`src/rtl/scan_addr_pkg.sv`:
```
package scan_addr_pkg;
  localparam int TILE_BYTES = 512;
  localparam int TILE_SHIFT = 9;
  localparam int LEN_W      = 10;

  typedef enum logic [1:0] {
    DEPTH_8   = 2'd0,
    DEPTH_16  = 2'd1,
    DEPTH_32  = 2'd2,
    DEPTH_32B = 2'd3
  } depth_e;

  // log2 of bytes per pixel for a depth code
  function automatic logic [1:0] bpp_log2(input logic [1:0] code);
    case (depth_e'(code))
      DEPTH_8:  bpp_log2 = 2'd0;
      DEPTH_16: bpp_log2 = 2'd1;
      default:  bpp_log2 = 2'd2;
    endcase
  endfunction
endpackage

```
`src/rtl/scan_geom.sv`:
```
module scan_geom
  import scan_addr_pkg::*;
#(
  parameter int WID_W = 12
) (
  input  logic [1:0]       depth,
  input  logic [WID_W-1:0] width_pix,
  output logic [WID_W-1:0] tiles,
  output logic [LEN_W-1:0] last_len
);
  localparam int EXT_W = WID_W + 1;

  logic [1:0]       shift;
  logic [EXT_W-1:0] ppt_mask;
  logic [EXT_W-1:0] rounded;
  logic [EXT_W-1:0] rem_pix;

  always_comb begin
    shift    = bpp_log2(depth);
    ppt_mask = EXT_W'((TILE_BYTES >> shift) - 1);
    rounded  = {1'b0, width_pix} + ppt_mask;
    tiles    = WID_W'(rounded >> (TILE_SHIFT - int'(shift)));
    rem_pix  = {1'b0, width_pix} & ppt_mask;
    if (rem_pix == '0)
      last_len = LEN_W'(TILE_BYTES);
    else
      last_len = LEN_W'(rem_pix << shift);
  end
endmodule

```
`src/rtl/scan_ctrl.sv`:
```
module scan_ctrl (
  input  logic clk,
  input  logic rst,
  input  logic sof,
  input  logic cfg_dma_en,
  input  logic cfg_fifo_rst,
  output logic dma_active,
  output logic fifo_flush
);
  logic fifo_rst_q;

  always_ff @(posedge clk) begin
    if (rst) begin
      dma_active <= 1'b0;
      fifo_rst_q <= 1'b0;
      fifo_flush <= 1'b0;
    end else begin
      if (sof) dma_active <= cfg_dma_en;
      fifo_rst_q <= cfg_fifo_rst;
      fifo_flush <= fifo_rst_q & ~cfg_fifo_rst;
    end
  end
endmodule

```
`src/rtl/scan_walker.sv`:
```
module scan_walker
  import scan_addr_pkg::*;
#(
  parameter int PTR_W = 23,
  parameter int WID_W = 12,
  parameter int HGT_W = 11
) (
  input  logic             clk,
  input  logic             rst,
  input  logic             sof,
  input  logic             sol,
  input  logic             run,
  input  logic [PTR_W-1:0] ptr_in,
  input  logic [WID_W-1:0] tiles_in,
  input  logic [LEN_W-1:0] last_in,
  input  logic [HGT_W-1:0] height_in,
  input  logic             linear_in,
  input  logic             req_ready,
  output logic [PTR_W-1:0] blk,
  output logic [LEN_W-1:0] len,
  output logic             valid
);
  localparam logic [LEN_W-1:0] FULL = LEN_W'(TILE_BYTES);

  logic [WID_W-1:0] lat_tiles;
  logic [LEN_W-1:0] lat_last;
  logic [HGT_W-1:0] lat_h;
  logic             lat_linear;
  logic [HGT_W-1:0] line_y;
  logic [WID_W-1:0] tile_t;
  logic [PTR_W-1:0] line_blk;
  logic [PTR_W-1:0] tile_step;
  logic [PTR_W-1:0] line_step;
  logic             last_tile;
  logic             next_is_last;

  always_comb begin
    tile_step    = lat_linear ? PTR_W'(1) : PTR_W'(lat_h);
    line_step    = lat_linear ? PTR_W'(lat_tiles) : PTR_W'(1);
    last_tile    = (tile_t == lat_tiles - 1'b1);
    next_is_last = (({1'b0, tile_t} + 2'd2) == {1'b0, lat_tiles});
  end

  always_ff @(posedge clk) begin
    if (rst) begin
      valid      <= 1'b0;
      blk        <= '0;
      len        <= '0;
      lat_tiles  <= '0;
      lat_last   <= '0;
      lat_h      <= '0;
      lat_linear <= 1'b0;
      line_y     <= '0;
      tile_t     <= '0;
      line_blk   <= '0;
    end else if (sof) begin
      valid      <= 1'b0;
      line_y     <= '0;
      tile_t     <= '0;
      line_blk   <= ptr_in;
      lat_tiles  <= tiles_in;
      lat_last   <= last_in;
      lat_h      <= height_in;
      lat_linear <= linear_in;
    end else if (valid) begin
      if (req_ready) begin
        if (last_tile) begin
          valid    <= 1'b0;
          line_y   <= line_y + 1'b1;
          line_blk <= line_blk + line_step;
        end else begin
          tile_t <= tile_t + 1'b1;
          blk    <= blk + tile_step;
          len    <= next_is_last ? lat_last : FULL;
        end
      end
    end else if (sol && run && (line_y < lat_h) && (lat_tiles != '0)) begin
      valid  <= 1'b1;
      tile_t <= '0;
      blk    <= line_blk;
      len    <= (lat_tiles == WID_W'(1)) ? lat_last : FULL;
    end
  end
endmodule

```
`src/rtl/scan_addr_gen.sv`:
```
module scan_addr_gen
  import scan_addr_pkg::*;
#(
  parameter int PTR_W = 23,
  parameter int WID_W = 12,
  parameter int HGT_W = 11,
  localparam int ADDR_W = PTR_W + TILE_SHIFT
) (
  input  logic              clk,
  input  logic              rst,
  input  logic [PTR_W-1:0]  cfg_tile_ptr,
  input  logic [WID_W-1:0]  cfg_width_pix,
  input  logic [HGT_W-1:0]  cfg_height,
  input  logic [1:0]        cfg_depth,
  input  logic              cfg_linear,
  input  logic              cfg_dma_en,
  input  logic              cfg_fifo_rst,
  input  logic              sof,
  input  logic              sol,
  input  logic              req_ready,
  output logic [ADDR_W-1:0] req_addr,
  output logic [LEN_W-1:0]  req_len,
  output logic              req_valid,
  output logic              dma_active,
  output logic              fifo_flush
);
  logic [WID_W-1:0] geo_tiles;
  logic [LEN_W-1:0] geo_last;
  logic [PTR_W-1:0] cur_blk;

  scan_geom #(.WID_W(WID_W)) u_geom (
    .depth     (cfg_depth),
    .width_pix (cfg_width_pix),
    .tiles     (geo_tiles),
    .last_len  (geo_last)
  );

  scan_ctrl u_ctrl (
    .clk          (clk),
    .rst          (rst),
    .sof          (sof),
    .cfg_dma_en   (cfg_dma_en),
    .cfg_fifo_rst (cfg_fifo_rst),
    .dma_active   (dma_active),
    .fifo_flush   (fifo_flush)
  );

  scan_walker #(.PTR_W(PTR_W), .WID_W(WID_W), .HGT_W(HGT_W)) u_walk (
    .clk       (clk),
    .rst       (rst),
    .sof       (sof),
    .sol       (sol),
    .run       (dma_active),
    .ptr_in    (cfg_tile_ptr),
    .tiles_in  (geo_tiles),
    .last_in   (geo_last),
    .height_in (cfg_height),
    .linear_in (cfg_linear),
    .req_ready (req_ready),
    .blk       (cur_blk),
    .len       (req_len),
    .valid     (req_valid)
  );

  assign req_addr = {cur_blk, {TILE_SHIFT{1'b0}}};
endmodule

```
`config.mk`:
```
export PLATFORM = sky130hd
export DESIGN_NAME = scan_addr_gen
export DESIGN_NICKNAME = d
export VERILOG_FILES = /design/src/rtl/scan_addr_pkg.sv /design/src/rtl/scan_geom.sv /design/src/rtl/scan_ctrl.sv /design/src/rtl/scan_walker.sv /design/src/rtl/scan_addr_gen.sv
export SDC_FILE = /design/constraint.sdc
export NUM_CORES = 1
export LEC_CHECK = 0
export CORE_UTILIZATION = 40
export CTS_CLUSTER_DIAMETER = 80
export DETAILED_ROUTE_END_ITERATION = 6
export PLACE_DENSITY = 0.61
export SLEW_MARGIN = 30
export SYNTH_ARGS = -nofsm -noshare
export SYNTH_HDL_FRONTEND = slang
export SYNTH_SLANG_ARGS = --single-unit
```
`constraint.sdc`:
```
create_clock -name clk -period 9.4 [get_ports clk]
set_input_delay 2.82 -clock clk [delete_from_list [all_inputs] [get_ports clk]]
set_output_delay 2.82 -clock clk [all_outputs]
set_load 0.005 [all_outputs]
```
==> summary.txt <==
Run status
  • Status: complete, no violations

Die
  • IO Count: between 100 and 150
  • Die width: 140 um
  • Row count: 50
  • Die Height: approximately 140 um
  • Die area: slightly below 0.02 mm2
  • Core area: about 0.019 mm2
  • Initial Utilization: 0.408

CTS
  • Cts hold-fix bufs: 0
  • Clock-pin slew on the worst setup and hold paths: around 0.060 ns
  • Insertion delay to the later sink of the worst-skew pair: about 0.42 ns
  • Root buffer cell: clkbuf_16
  • Post-CTS setup buffers: 0
  • Sink Count: approximately 120
  • CTS H-Tree Depth: 4
  • CTS resizes: 0
  • Clock buffer depth: 2
  • TritonCTS clock tree: built
  • TritonCTS Buffers: 17

Drt
  • Routed length per instance: between 15 and 20 um
  • Pre-Repair DR Iteration Count: 5
  • Average via count per standard cell: between 5 and 6
  • Residual DRC: 0
  • Via count: about 7,000
  • Drt initial violations: about 320
  • WL final: approximately 20 mm
  • Final ANT Viol Nets: 0

Synth
  • Async set or reset register ratio after synthesis: 0
  • Synth area leaders: dfxtp_1 (31%), ha_1 (7.5%), nor2_1 (5.3%)
  • Area fraction of the dominant cell type after synthesis: 0.306
  • Ys Warns: 0
  • Main flop type after synthesis: dfxtp_1
  • Sequential fraction of the synthesis area: 0.306
  • Mapped Cells: 952
  • Top cell type by total area after synthesis: dfxtp_1
  • Mapped Area: approximately 0.0077 mm2
  • Synthesis-stage register bit count: about 120
  • Syn_area_per_cell: 8.05 um2
  • Yosys cell types: 74
  • Number of synthesized flops with an enable pin: 0

Critical path
  • Crit-path slowest cell: clkdlybuf4s50_1
  • Type of origin of the critical path: input port
  • Worst setup path startpoint: cfg_depth[1]
  • CP dominant cell by count: a2111oi_0
  • Setup crit end kind: register
  • Crit path arrival time: around 6.6 ns
  • Critical path type: in2reg
  • Required time worst endpoint: between 9 and 10 ns
  • Top delay family on crit path: compound AO/OA/AOI/OAI gates
  • CP bufs+invs: 2
  • Critical path, cell by cell: clkdlybuf4s50_1, clkinv_1, ha_1, nand4_1, a2111oi_0, a2111oi_0, a21oi_1, nor2b_1, a211oi_1, o32ai_1
  • CP max FO: 25
  • Slowest cell delay on critical path: around 1 ns
  • Worst flop-to-flop path startpoint: u_walk.lat_tiles[0]$_SDFFE_PP0P_

STA
  • Crit share post-route: 0.665
  • Worst Slack Setup Final: 3.15 ns
  • Hold_ws: ~0.46 ns
  • Slew @ Worst Pin: around 0.85 ns
  • Final Max Tran Viols: 0
  • Final Skew: approximately 0.0089 ns
  • Minimum clock period: approximately 6.2 ns
  • Final Setup Violations: 0
  • Slew headroom: 0.432
  • Fmax: around 0.16 GHz
  • Hold Fails Final Rpt: 0
  • Fin Setup TNS: 0 ns
  • Unrepaired setup endpoints after global routing: no

Global route
  • GR Overflow Total: 0
  • Largest net degree at the start of global routing: between 60 and 70
  • Antenna violations before repair: 0
  • First-pass GRT wire length: between 30 and 40 mm
  • Number of global-route vias before repair: 6,539
  • Total GRT Usage: 0.212

Placed design
  • Area post-placement: just under 0.009 mm2
  • Worst slack, placed: around 2.8 ns
  • Final GP Congestion: 0.894
  • # port buffers: roughly 90
  • Detailed placement HPWL: around 15 mm
  • Dpl cells: approximately 1,200

Cells and area
  • Nets@finish: about 1,100
  • Diode count: 0
  • Layout cell share with drive strength beyond 1: 0.0552
  • Fin util: 0.494
  • Post-Layout Inst Area: 0.00926 mm2
  • Area added between synthesis and finish: 20.9%
  • Final Non-Filler Cells: about 1,300

Power and ir drop
  • Tot Pwr: between 1 and 1.5 mW
  • Comb power frac: 0.143
  • Peak VDD IR: between 0.1 and 0.15 mV
  • PwrDens: ~150 mW/mm2
  • Clock share of power: 0.466
  • Switching Fraction: 0.268
  • P_sw: roughly 0.37 mW
  • Internal: 1.01 mW
  • Flop pwr share: 0.390
  • Lkg Pwr: roughly 3.5 nW

Min path
  • HP Start: u_walk.lat_last[7]$_SDFFE_PP0P_
  • Hold Crit Class: reg2reg

Job
  • Max-cap violations: 0
[tightest hold or removal path, stage by stage (launching register included)]
cell,delay [ns]
dfxtp_1,0.32
nand2_1,0.04
o21ai_0,0.06
[power groups by stage]
stage / Sequential, mW / Clock (mW) / Combinational, mW
after floorplan: 0.538 / 0 / 0.140
after global routing: 0.541 / 0.681 / 0.220
after detailed placement: 0.549 / 0 / 0.197
after CTS: 0.538 / 0.655 / 0.198
after global placement: 0.549 / 0 / 0.195
final: 0.538 / 0.643 / 0.198
[cells by family after synthesis]
kind of cell | Yosys count | synth area share
adders and majority gates | 48 | 0.0804
other | 2 | 0.000980
muxes | 34 | 0.0448
DFF | 117 | 0.306
and+or+nand+nor | 349 | 0.221
buffers and inverters | 92 | 0.0519
AOI/OAI and AO/OA | 246 | 0.222
xor gates and xnor gates | 64 | 0.0732
[final timing paths]
kind	end	slack, ns	depth (start not counted)
max	u_walk.lat_tiles[3]$_SDFFE_PP0P_	3.15	10
min	u_walk.lat_last[7]$_SDFFE_PP0P_	0.46	2
max reg2reg	u_walk.len[1]$_SDFFE_PP0P_	5.51	11
min reg2reg	u_walk.lat_last[7]$_SDFFE_PP0P_	0.46	2
[Yosys cell counts, drive strengths merged (5+ instances only)]
master,number
a211oi,29
a21o,10
a21oi,63
a22o,10
a311oi,12
a31oi,10
and2,20
and3,10
buf,21
clkbuf,38
dfxtp,117
ha,46
inv,31
mux2i,32
nand2,94
nand2b,10
nand3,24
nand4,17
nor2,108
nor2b,7
nor3,17
nor4,6
o211ai,10
o21a,8
o21ai,42
o22ai,8
o31ai,7
or2,5
or3,8
or4,10
xnor2,43
xor2,21
[cell usage in the layout, fill, tap and decap left out, types with 20 or more instances in the layout]
| cell type | netlist | final |
|---|---|---|
| mux2i_1 | 32 | 32 |
| xor2_1 | 21 | 21 |
| a21oi_1 | 62 | 61 |
| o21ai_0 | 32 | 32 |
| xnor2_1 | 43 | 43 |
| nor2_1 | 108 | 107 |
| nand3_1 | 24 | 24 |
| nand2_1 | 94 | 94 |
| and2_1 | 20 | 20 |
| inv_1 | 31 | 31 |
| a211oi_1 | 27 | 27 |
| dfxtp_1 | 117 | 117 |
| clkdlybuf4s50_1 | 0 | 89 |
| ha_1 | 46 | 46 |
[registers in the layout (all words and copies together), names as in the netlist]
| name | cells |
|---|---|
| u_walk.blk | 23 |
| u_walk.line_blk | 23 |
| u_walk.lat_tiles | 12 |
| u_walk.tile_t | 12 |
| u_walk.lat_h | 11 |
| u_walk.line_y | 11 |
| u_walk.lat_last | 10 |
| u_walk.len | 10 |
| u_ctrl.dma_active | 1 |
| u_ctrl.fifo_flush | 1 |
| u_ctrl.fifo_rst_q | 1 |
| u_walk.lat_linear | 1 |
| u_walk.valid | 1 |
[layer usage]
metal | part of all wire | track usage | up-vias
met4 | 0.017 | 0.0682 | 0
met1 | 0.48 | 0.280 | 3236
met5 | 0 | 0 | -
met3 | 0.042 | 0.0427 | 20
met2 | 0.46 | 0.346 | 152
li1 | - | - | 3564
[area by class of cell]
class	count	area, um2
clock inverter	11	126
inverter	33	124
clock buffer	20	457
tap	234	293
fill	1862	9510
sequential	117	2340
timing repair buffer	97	946
multi-input combinational	754	4970
(Power assumes the default switching activity.)
